File: src/rtl/hostlink_pkg.sv
package hostlink_pkg;

  // host window offsets
  localparam logic [2:0] OFS_DATA  = 3'd0;
  localparam logic [2:0] OFS_CTRL  = 3'd2;
  localparam logic [2:0] OFS_MBOX  = 3'd3;
  localparam logic [2:0] OFS_RESET = 3'd7;

  // status byte bit positions
  localparam int ST_OMB_PEND = 7;
  localparam int ST_OB_FULL  = 6;
  localparam int ST_IB_EMPTY = 5;
  localparam int ST_OB_HALF  = 4;
  localparam int ST_IB_HALF  = 3;
  localparam int ST_IMB_FULL = 2;
  localparam int ST_IB_FULL  = 1;
  localparam int ST_OB_EMPTY = 0;

  // mask byte bit positions
  localparam int MK_RSEL     = 7;
  localparam int MK_IMB      = 6;
  localparam int MK_IB_FULL  = 5;
  localparam int MK_IB_EMPTY = 3;
  localparam int MK_OB_FULL  = 2;
  localparam int MK_OB_EMPTY = 0;

  localparam int MB_W = 6;

  typedef struct packed {
    logic rsel;
    logic en_imb;
    logic en_ib_full;
    logic en_ib_empty;
    logic en_ob_full;
    logic en_ob_empty;
  } mask_t;

endpackage

File: src/rtl/hl_fifo.sv
module hl_fifo #(
  parameter int DEPTH = 16,
  parameter int WIDTH = 16
) (
  input  logic             clk,
  input  logic             rst_n,
  input  logic             clr,
  input  logic             word_mode,
  input  logic             push,
  input  logic [WIDTH-1:0] push_data,
  input  logic             pop,
  output logic [WIDTH-1:0] head,
  output logic             empty,
  output logic             full,
  output logic             half
);
  localparam int AW = (DEPTH > 1) ? $clog2(DEPTH) : 1;
  localparam int CW = $clog2(DEPTH + 1);
  localparam logic [CW-1:0] CAP_WORD = CW'(DEPTH);
  localparam logic [CW-1:0] CAP_BYTE = CW'(DEPTH / 2);
  localparam logic [AW-1:0] LAST     = AW'(DEPTH - 1);

  logic [WIDTH-1:0] mem [DEPTH];
  logic [AW-1:0]    wp, rp;
  logic [CW-1:0]    cnt, limit;
  logic             do_push, do_pop;

  assign limit   = word_mode ? CAP_WORD : CAP_BYTE;
  assign full    = (cnt >= limit);
  assign empty   = (cnt == '0);
  assign half    = (cnt >= (limit >> 1));
  assign do_push = push && !full;
  assign do_pop  = pop && !empty;
  assign head    = mem[rp];

  always_ff @(posedge clk or negedge rst_n) begin
    if (!rst_n) begin
      wp  <= '0;
      rp  <= '0;
      cnt <= '0;
    end else if (clr) begin
      wp  <= '0;
      rp  <= '0;
      cnt <= '0;
    end else begin
      if (do_push) wp <= (wp == LAST) ? '0 : wp + 1'b1;
      if (do_pop)  rp <= (rp == LAST) ? '0 : rp + 1'b1;
      cnt <= cnt + CW'(do_push) - CW'(do_pop);
    end
  end

  always_ff @(posedge clk) begin
    if (do_push && !clr) mem[wp] <= push_data;
  end

  // a push into a full FIFO leaves the occupancy unchanged
  a_r4_no_overflow: assert property (@(posedge clk) disable iff (!rst_n)
    (push && full && !pop && !clr) |=> (cnt == $past(cnt)));

  // a pop from an empty FIFO leaves it empty
  a_r4_no_underflow: assert property (@(posedge clk) disable iff (!rst_n)
    (pop && empty && !push && !clr) |=> (cnt == '0));

  // occupancy never exceeds the physical depth
  a_r4_bounded: assert property (@(posedge clk) disable iff (!rst_n)
    1'b1 |-> (cnt <= CAP_WORD));

endmodule

File: src/rtl/hl_mbox.sv
module hl_mbox #(
  parameter int W = 6
) (
  input  logic         clk,
  input  logic         rst_n,
  input  logic         clr,
  input  logic         put,
  input  logic [W-1:0] put_data,
  input  logic         take,
  output logic [W-1:0] data,
  output logic         full
);
  always_ff @(posedge clk or negedge rst_n) begin
    if (!rst_n) begin
      data <= '0;
      full <= 1'b0;
    end else if (clr) begin
      data <= '0;
      full <= 1'b0;
    end else if (put) begin
      data <= put_data;
      full <= 1'b1;
    end else if (take) begin
      full <= 1'b0;
    end
  end

  // a load sets the flag even against a simultaneous take
  a_r9_put_sets: assert property (@(posedge clk) disable iff (!rst_n)
    (put && !clr) |=> full);

  // a take clears the flag
  a_r9_take_clears: assert property (@(posedge clk) disable iff (!rst_n)
    (take && !put && !clr) |=> !full);

  // a take leaves the contents in place
  a_r9_take_keeps: assert property (@(posedge clk) disable iff (!rst_n)
    (take && !put && !clr) |=> $stable(data));

endmodule

File: src/rtl/hl_ctrl.sv
module hl_ctrl
  import hostlink_pkg::*;
(
  input  logic  clk,
  input  logic  rst_n,
  input  logic  clr,
  input  logic  mask_wr,
  input  mask_t mask_in,
  input  logic  gate_set,
  input  logic  c_imb_full,
  input  logic  c_ib_full,
  input  logic  c_ib_empty,
  input  logic  c_ob_full,
  input  logic  c_ob_empty,
  output logic  rsel,
  output logic  irq
);
  mask_t m;
  logic  gate;
  logic  cause;

  always_ff @(posedge clk or negedge rst_n) begin
    if (!rst_n) begin
      m    <= '0;
      gate <= 1'b0;
    end else if (clr) begin
      m    <= '0;
      gate <= 1'b0;
    end else begin
      if (mask_wr)  m    <= mask_in;
      if (gate_set) gate <= 1'b1;
    end
  end

  assign cause = (m.en_imb      && c_imb_full) ||
                 (m.en_ib_full  && c_ib_full)  ||
                 (m.en_ib_empty && c_ib_empty) ||
                 (m.en_ob_full  && c_ob_full)  ||
                 (m.en_ob_empty && c_ob_empty);
  assign irq  = gate && cause;
  assign rsel = m.rsel;

  // a link reset silences the interrupt on the following cycle
  a_r7_clear_quiets: assert property (@(posedge clk) disable iff (!rst_n)
    clr |=> !irq);

endmodule

File: src/rtl/hostlink_if.sv
module hostlink_if
  import hostlink_pkg::*;
#(
  parameter int DEPTH = 16
) (
  input  logic            clk,
  input  logic            rst_n,
  input  logic            word_mode,
  input  logic [2:0]      h_addr,
  input  logic            h_wr,
  input  logic            h_rd,
  input  logic            h_hi_en,
  input  logic [15:0]     h_wdata,
  output logic [15:0]     h_rdata,
  output logic            ob_valid,
  input  logic            ob_ready,
  output logic [15:0]     ob_data,
  input  logic            ib_valid,
  output logic            ib_ready,
  input  logic [15:0]     ib_data,
  output logic [MB_W-1:0] bd_omb_data,
  output logic            bd_omb_full,
  input  logic            bd_omb_take,
  input  logic            bd_imb_put,
  input  logic [MB_W-1:0] bd_imb_data,
  output logic            bd_imb_full,
  input  logic            bd_irq_enable,
  output logic            host_irq,
  output logic            board_rst
);
  localparam int DW = 16;

  logic wr_data, rd_data, wr_ctrl, wr_mbox, rd_mbox, wr_reset;
  logic [DW-1:0] push_word;
  logic ob_empty, ob_full, ob_half;
  logic ib_empty, ib_full, ib_half;
  logic [DW-1:0] ib_head;
  logic [MB_W-1:0] imb_data;
  logic rsel;
  mask_t mask_new;
  logic [7:0] status;
  logic [7:0] mb_view;
  logic board_rst_q;

  // host decode
  assign wr_data  = h_wr && (h_addr == OFS_DATA);
  assign rd_data  = h_rd && (h_addr == OFS_DATA);
  assign wr_ctrl  = h_wr && (h_addr == OFS_CTRL);
  assign wr_mbox  = h_wr && (h_addr == OFS_MBOX);
  assign rd_mbox  = h_rd && (h_addr == OFS_MBOX);
  assign wr_reset = h_wr && (h_addr == OFS_RESET);

  assign push_word = h_hi_en ? h_wdata : {8'h00, h_wdata[7:0]};

  hl_fifo #(.DEPTH(DEPTH), .WIDTH(DW)) u_ob_fifo (
    .clk(clk), .rst_n(rst_n), .clr(wr_reset), .word_mode(word_mode),
    .push(wr_data), .push_data(push_word), .pop(ob_ready),
    .head(ob_data), .empty(ob_empty), .full(ob_full), .half(ob_half)
  );

  hl_fifo #(.DEPTH(DEPTH), .WIDTH(DW)) u_ib_fifo (
    .clk(clk), .rst_n(rst_n), .clr(wr_reset), .word_mode(word_mode),
    .push(ib_valid), .push_data(ib_data), .pop(rd_data),
    .head(ib_head), .empty(ib_empty), .full(ib_full), .half(ib_half)
  );

  assign ob_valid = !ob_empty;
  assign ib_ready = !ib_full;

  hl_mbox #(.W(MB_W)) u_omb (
    .clk(clk), .rst_n(rst_n), .clr(wr_reset),
    .put(wr_mbox), .put_data(h_wdata[7:2]), .take(bd_omb_take),
    .data(bd_omb_data), .full(bd_omb_full)
  );

  hl_mbox #(.W(MB_W)) u_imb (
    .clk(clk), .rst_n(rst_n), .clr(wr_reset),
    .put(bd_imb_put), .put_data(bd_imb_data), .take(rd_mbox && !rsel),
    .data(imb_data), .full(bd_imb_full)
  );

  always_comb begin
    mask_new.rsel        = h_wdata[MK_RSEL];
    mask_new.en_imb      = h_wdata[MK_IMB];
    mask_new.en_ib_full  = h_wdata[MK_IB_FULL];
    mask_new.en_ib_empty = h_wdata[MK_IB_EMPTY];
    mask_new.en_ob_full  = h_wdata[MK_OB_FULL];
    mask_new.en_ob_empty = h_wdata[MK_OB_EMPTY];
  end

  hl_ctrl u_ctrl (
    .clk(clk), .rst_n(rst_n), .clr(wr_reset),
    .mask_wr(wr_ctrl), .mask_in(mask_new), .gate_set(bd_irq_enable),
    .c_imb_full(bd_imb_full), .c_ib_full(ib_full), .c_ib_empty(ib_empty),
    .c_ob_full(ob_full), .c_ob_empty(ob_empty),
    .rsel(rsel), .irq(host_irq)
  );

  always_comb begin
    status              = '0;
    status[ST_OMB_PEND] = bd_omb_full;
    status[ST_OB_FULL]  = ob_full;
    status[ST_IB_EMPTY] = ib_empty;
    status[ST_OB_HALF]  = ob_half;
    status[ST_IB_HALF]  = ib_half;
    status[ST_IMB_FULL] = bd_imb_full;
    status[ST_IB_FULL]  = ib_full;
    status[ST_OB_EMPTY] = ob_empty;
  end

  assign mb_view = {(rsel ? bd_omb_data : imb_data), 2'b00};

  always_comb begin
    h_rdata = '0;
    if (h_rd) begin
      unique case (h_addr)
        OFS_DATA: if (!ib_empty) h_rdata = h_hi_en ? ib_head : {8'h00, ib_head[7:0]};
        OFS_CTRL: h_rdata = {8'h00, status};
        OFS_MBOX: h_rdata = {8'h00, mb_view};
        default:  h_rdata = '0;
      endcase
    end
  end

  always_ff @(posedge clk or negedge rst_n) begin
    if (!rst_n) board_rst_q <= 1'b0;
    else        board_rst_q <= wr_reset;
  end
  assign board_rst = board_rst_q;

  // a reset write empties the link and raises the request next cycle
  a_r10_reset_effect: assert property (@(posedge clk) disable iff (!rst_n)
    wr_reset |=> (board_rst && !ob_valid && !bd_omb_full && !bd_imb_full));

  // an offered outbound entry stays offered and unchanged until taken
  a_r2_hold_until_taken: assert property (@(posedge clk) disable iff (!rst_n)
    (ob_valid && !ob_ready && !wr_reset) |=> (ob_valid && $stable(ob_data)));

endmodule

File: config.mk
export PLATFORM = sky130hd
export DESIGN_NAME = hostlink_if
export DESIGN_NICKNAME = d
export VERILOG_FILES = /design/src/rtl/hostlink_pkg.sv /design/src/rtl/hl_fifo.sv /design/src/rtl/hl_mbox.sv /design/src/rtl/hl_ctrl.sv /design/src/rtl/hostlink_if.sv
export SDC_FILE = /design/constraint.sdc
export NUM_CORES = 1
export LEC_CHECK = 0
export BUFFER_PORTS_ARGS = -buffer_cell sky130_fd_sc_hd__buf_2
export CAP_MARGIN = 10
export CORE_UTILIZATION = 45
export DETAILED_ROUTE_END_ITERATION = 7
export PLACE_DENSITY = 0.72
export SLEW_MARGIN = 20
export SYNTH_ARGS = -nofsm -noshare
export SYNTH_HDL_FRONTEND = slang
export SYNTH_SLANG_ARGS = --single-unit
File: constraint.sdc
create_clock -name clk -period 3.13 [get_ports clk]
set_input_delay 0.626 -clock clk [delete_from_list [all_inputs] [get_ports clk]]
set_output_delay 0.626 -clock clk [all_outputs]
set_load 0.02 [all_outputs]
[Word-level counts from Yosys, hierarchy flattened]
Memories as Yosys holds them, arrays and structs flattened.
Index checks and enable logic that the tools add are counted.
Cells by class
  reduce and logical (&&, ||, !) cells: 42
  magnitude comparators: 4
  eq/ne operators: 7
  $add $sub $neg: 8
  mux-type cells: 39
Operators with widths (count)
  16-bit two-way mux: 4
  4-bit two-way mux: 12
  16-bit one-hot mux with 3 select lines: 1
  6-bit two-way mux: 7
  1-bit logical AND: 19
  4-bit by 1-bit adder with 4-bit output, second input constant: 4
  4-bit equality test, second input constant: 4
  2-bit nonzero test: 8
  5-bit two-way mux: 3
  1-bit two-way mux: 12
  5-bit by 1-bit adder with 5-bit output: 2
  5-bit by 4-bit >= comparator with 1-bit output: 2
  5-bit >= comparator: 2
  5-bit logical NOT: 2
  5-bit by 1-bit subtractor with 5-bit output: 2
  3-bit by 2-bit equality test with 1-bit output, second input constant: 2
  1-bit logical NOT: 6
  3-bit nonzero test: 2
  1-bit logical OR: 4
  3-bit equality test, second input constant: 1
  3-bit logical NOT: 1
Word-level totals
  word-level logic and storage cells: 120
  flip-flop bits (word level): 48
  input port bits: 52
  memories kept: 2
  bits in writable memories: 512
  output and inout port bits: 44
Memory list
  u_ib_fifo.mem: depth 16, bits a word 16, read ports 1, clocked after memory_dff 0, wr ports 1, line hl_fifo.sv:23  | logic [WIDTH-1:0] mem [DEPTH];
  u_ob_fifo.mem: depth 16, bits a word 16, read ports 1, clocked after memory_dff 0, wr ports 1, line hl_fifo.sv:23

[Logic depth before layout (Yosys ltp)]
  word-level depth: 8
  depth in mapped cells: 16
  gate-level depth less buffers: 16

[Cells and area by module]
A second synthesis with hierarchy kept.
Unflattened totals
  cell total of the unflattened synthesis: 1163
  area total of the unflattened synthesis: 22656.7 µm²
Modules (own cells, without submodules)
  hl_fifo at u_ob_fifo: times used 1, sequential area each 8012.7 µm², area an instance 10714.0 µm², cells an instance 521
  hl_fifo at u_ib_fifo: times used 1, sequential area each 8012.7 µm², area an instance 10647.7 µm², cells an instance 515
  hl_mbox: times used 2, sequential area each 175.2 µm², area an instance 284.0 µm², cells an instance 23
  hostlink_if: times used 1, sequential area each 25.0 µm², area an instance 429.2 µm², cells an instance 56
  hl_ctrl: times used 1, sequential area each 175.2 µm², area an instance 297.8 µm², cells an instance 25

[Least setup slack after synthesis]
Ideal clock, no wire load.
  path type: input -> register
  start: in word_mode
  end: mem u_ob_fifo.mem[0][0] (enable)
  stages: 8
  arrival: 2.946 ns
  required time: 2.721 ns
  setup slack: -0.225 ns
  path buffers: 1
  setup time: 0.409 ns
  cell sequence: inv_1 > ha_1 > inv_1 > o41ai_1 > a211oi_2 > buf_2 > nand2_1 > nor3_1
On the way
  longest elaborated chain between the ends: 7
Ends and longest elaborated chain
  start: declaration: line hostlink_if.sv:8  | input logic word_mode,
  5-bit two-way mux: line hl_fifo.sv:28  | assign limit = word_mode ? CAP_WORD : CAP_BYTE;
  5-bit >= comparator: line hl_fifo.sv:29  | assign full = (cnt >= limit);
  1-bit logical NOT: line hl_fifo.sv:32  | assign do_push = push && !full;
  1-bit logical AND: line hl_fifo.sv:32
  1-bit logical AND: line hl_fifo.sv:53  | if (do_push && !clr) mem[wp] <= push_data;
  1-bit two-way mux: line hl_fifo.sv:53
  1-bit two-way mux (not written as such): line hl_fifo.sv:53
  end: declaration: line hl_fifo.sv:23
Every way passes these cells.

[Worst setup path in the final report]
  start: reg u_ib_fifo.cnt[2]
  end: out h_rdata[7]
On the way
  longest elaborated chain between the ends: 4
Ends and longest elaborated chain
  start: declaration: line hl_fifo.sv:25  | logic [CW-1:0] cnt, limit;
  start signal: assignment: line hl_fifo.sv:48  | cnt <= cnt + CW'(do_push) - CW'(do_pop);
  5-bit logical NOT: line hl_fifo.sv:30  | assign empty = (cnt == '0);
  16-bit two-way mux: line hostlink_if.sv:117  | OFS_DATA: if (!ib_empty) h_rdata = h_hi_en ? ib_head : {8'h00, ib_head[7:0]};
  16-bit one-hot mux with 3 select lines: line hostlink_if.sv:116  | unique case (h_addr)
  16-bit two-way mux: line hostlink_if.sv:115  | if (h_rd) begin
  end: declaration: line hostlink_if.sv:14  | output logic [15:0] h_rdata,
Every way passes these cells.

==> metrics.yaml <==
outcome:
  outcome: "complete, but fails checks"
  failed_checks: "negative setup slack"
sta:
  fin_crit_sh_pct: 107
  fmax_mhz: 298
  setup_violations: 17
  worst_slew_pin_slew_ns: 0.739
  tns_ns: -3.09
  timing_hold_violations_final: 0
  rsz0062_at_grt: "true"
  setup_ws_ns: -0.223
  fin_worst_skew_ns: 0.0143
  relSlewSlack_pct: 50.7
  fin_crit_ns: 3.35
  slew_violations: 0
die:
  io_pins: 96
  die_height_um: 227
  core-area_um2: 50100
  rows: 82
  initial_core_util_pct: 45.6
  die_w_um: 227
  die_area_um2: 51600
clock_tree:
  clk_latency_ns: 0.61
  cts_hold_buf: 0
  htreeDepth: 2
  clk_path_buf_depth: 3
  clock-sinks: 560
  numCtsBuffers: 56
  root_buffer: "clkbuf_16"
  cts_tree: "done"
  clkTransAtPathRegs_ns: 0.06
layout:
  fin_nets: 1577
  drive_gt1_share_pct: 34.6
  final_area_um2: 27900
  multi_input_area_um2: 6200
  regArea_um2: 16600
  area_delta_synth_final_pct: 22.1
  final_core_util_pct: 55.7
  fill_cells: 3780
  fin_cells: 2212
  final_cell_mix: "512 x edfxtp_1, 115 x buf_4, 95 x mux4_2"
  final_common_cell: "edfxtp_1"
power_and_ir_drop:
  combPwrFrac_pct: 29.0
  p_int_w: 0.0155
  totalPowerFinal_w: 0.0220
  power_frac_clock_pct: 30.8
  p_per_area_nw_per_um2: 790
  p_leak_nw: 9.77
  peakVddDrop_uv: 519
  power_frac_seq_pct: 40.2
  switchingPower_w: 0.00650
  sw_frac_of_total_pct: 29.5
worst_setup_path:
  critPathLaunchType: "flop"
  worstPathArrival_ns: 2.73
  critical_path.max_stage_delay_ns: 0.48
  r2r_start: "u_ib_fifo.cnt[3]"
  critPathSlowestCell: "or4b_4"
  cp_cell_sequence: "inv_2, ha_4, or4b_4, nand3_4, inv_4, buf_12, and3_4, o21ai_2, nand4_1, buf_6"
  endpoint_kind: "output pin"
  critPathKind: "reg2out"
  ff2ff_path_depth: 17
  cp.depth: 10
  rr_endpoint: "u_ib_fifo.cnt[4]"
  rrSetupSlack_ns: 0.15
  path_buf_inv: 4
  path_max_fanout: 13
  worst_path_dominant_cell_family: "simple AND/OR/NAND/NOR gates"
  required_ns: 2.50
synthesis:
  synthSimpleGateAreaFrac_pct: 4.39
  synth_top_cell_by_area: "edfxtp_1"
  synth_fa_ha_area_share_pct: 1.82
  synth.net_count: 1333
  yosysWarningCount: 0
  ys_dominant_reg_cell: "edfxtp_1"
  synth_edf_count: 512
  muxShareOfSynthArea_pct: 14.2
  yosysSeqAreaShare_pct: 72.6
  ys_seq_elements: 560
  synth_top_area_share_pct: 67.3
  synth_top_family_by_area: "multiplexers"
  synth-xor-area-share_pct: 0.345
  synthCells: 1249
  async_flop_share_pct: 8.57
  synthTopCellsByArea: "edfxtp_1 67%, mux4_2 9.4%, dfrtp_1 5.3%"
  netlist_area_um2: 22800
  ys_types: 62
  synth_compound_area_share_pct: 4.69
  syn_avg_cell_area_um2: 18.3
route:
  routedWlPerCell_um: 24.3
  antenna_left: 0
  drtPass1Iterations: 5
  num_vias: 12700
  wl_mm: 53.9
  drc_errors: 0
  drt_iter0_drc: 1154
  via_per_inst: 5.74
place:
  globalplace.congestion: 0.814
  port_buffers: 95
  placed_cell_area_um2: 25000
  placedCellCount: 2059
  dp_hpwl_mm: 33.6
global_route:
  grt_max_degree: 66
  antenna_found_initial: 2
  grt_pass1_vias: 12700
  grt_pass1_wl_mm: 79.0
  grt.total_usage_pct: 21.0
  grt-ovfl-total: 0
flow_run:
  cap_violations: 0
hold_path:
  hold_path_class: "in2async"
## power groups by stage
| stage | registers, W | logic [W] | clock network [W] |
|---|---|---|---|
| 6_report | 0.00886 | 0.00638 | 0.00679 |
| 5_1_grt | 0.00888 | 0.00687 | 0.00718 |
| 4_1_cts | 0.00883 | 0.00591 | 0.00690 |
| 3_5_place_dp | 0.00908 | 0.00532 | 0 |
| 3_3_place_gp | 0.00906 | 0.00522 | 0 |
| 2_1_floorplan | 0.00887 | 0.00372 | 0 |
## state kept, by name (all words and copies together) (netlist names), 4 cells and up
register	count
u_ib_fifo.cnt	5
u_ib_fifo.wp	4
u_ib_fifo.mem	256
u_ob_fifo.mem	256
u_ctrl.m	5
u_ob_fifo.rp	4
u_ib_fifo.rp	4
u_imb.data	6
u_ob_fifo.wp	4
u_ob_fifo.cnt	5
u_omb.data	6
## cells in the mapped netlist, types with 3 or more instances
cell type,number
xnor2_1,3
a22oi_1,22
nand2_1,60
mux4_2,95
and2_1,27
o221ai_1,3
xor2_1,6
a211oi_1,3
ha_1,30
inv_1,28
a21oi_1,35
a21o_1,5
mux2i_1,77
nand3_1,9
and3_1,28
mux2_2,18
buf_6,4
a31oi_1,4
nor4b_1,3
o21ai_0,51
a221oi_1,16
nor2b_1,8
edfxtp_1,512
nor3b_1,3
o211ai_1,3
nor2_1,26
nand2b_1,7
dfrtp_1,48
nor3_1,8
buf_2,18
mux4_1,5
clkbuf_1,38
a22o_1,4
## worst max path at each step
stage	startpoint	end
floorplan	word_mode	u_ob_fifo.cnt[4]
global placement	word_mode	u_ib_fifo.cnt[4]
detailed placement	word_mode	h_rdata[3]
CTS	u_ib_fifo.cnt[2]	h_rdata[7]
global route	u_ib_fifo.rp[0]	h_rdata[13]
finish	u_ib_fifo.cnt[2]	h_rdata[7]
## cells by family after synthesis
logic type	after synthesis
multiplexers	195
flip-flops	560
AO/OA/AOI/OAI	166
XOR/XNOR	9
buffers and inverters	94
AND/OR/NAND/NOR	193
adder cells (fa/ha/maj)	32
## metrics by stage
stage	hold WS (ns)	worst slack, ns
4_1_cts	0.0680	-0.271
2_1_floorplan	0.330	-0.00704
3_3_place_gp	0.473	-0.102
5_1_grt	0.112	-0.287
6_report	0.0731	-0.223
3_5_place_dp	0.488	-0.131
## worst reg2reg max path, delay by kind of cell (launching register included)
kind	cells	cell delay (ns)
adders and majority gates	3	0.63
AOI/OAI and AO/OA	3	0.38
buffers and inverters	7	0.55
DFF	1	0.36
and+or+nand+nor	4	0.99
## timing repair
item / in CTS / in global routing
gates resized for setup: 67 / 72
setup endpoints to repair: 34 / 35
buffers inserted: 20 / 24
pin swaps: 16 / 21
gates cloned: 3 / 2
## metal layers
| metal | vias up | GRT usage [%] | wire length [um] |
|---|---|---|---|
| li1 | 5518 | - | - |
| met3 | 107 | 3.77 | 3480 |
| met1 | 6555 | 26.7 | 21100 |
| met2 | 514 | 36.5 | 27900 |
| met4 | 4 | 6.56 | 1340 |
| met5 | - | 0 | 24 |
## final cells by class
type,count,area share (%)
antenna,1,0.00898
clock buffer,61,5.09
clock inverter,43,1.64
inverter,30,0.426
multi-input combinational,595,22.2
sequential,560,59.5
tap,672,3.02
timing repair buffer,250,8.08
Power figures use the tool's default switching activity.
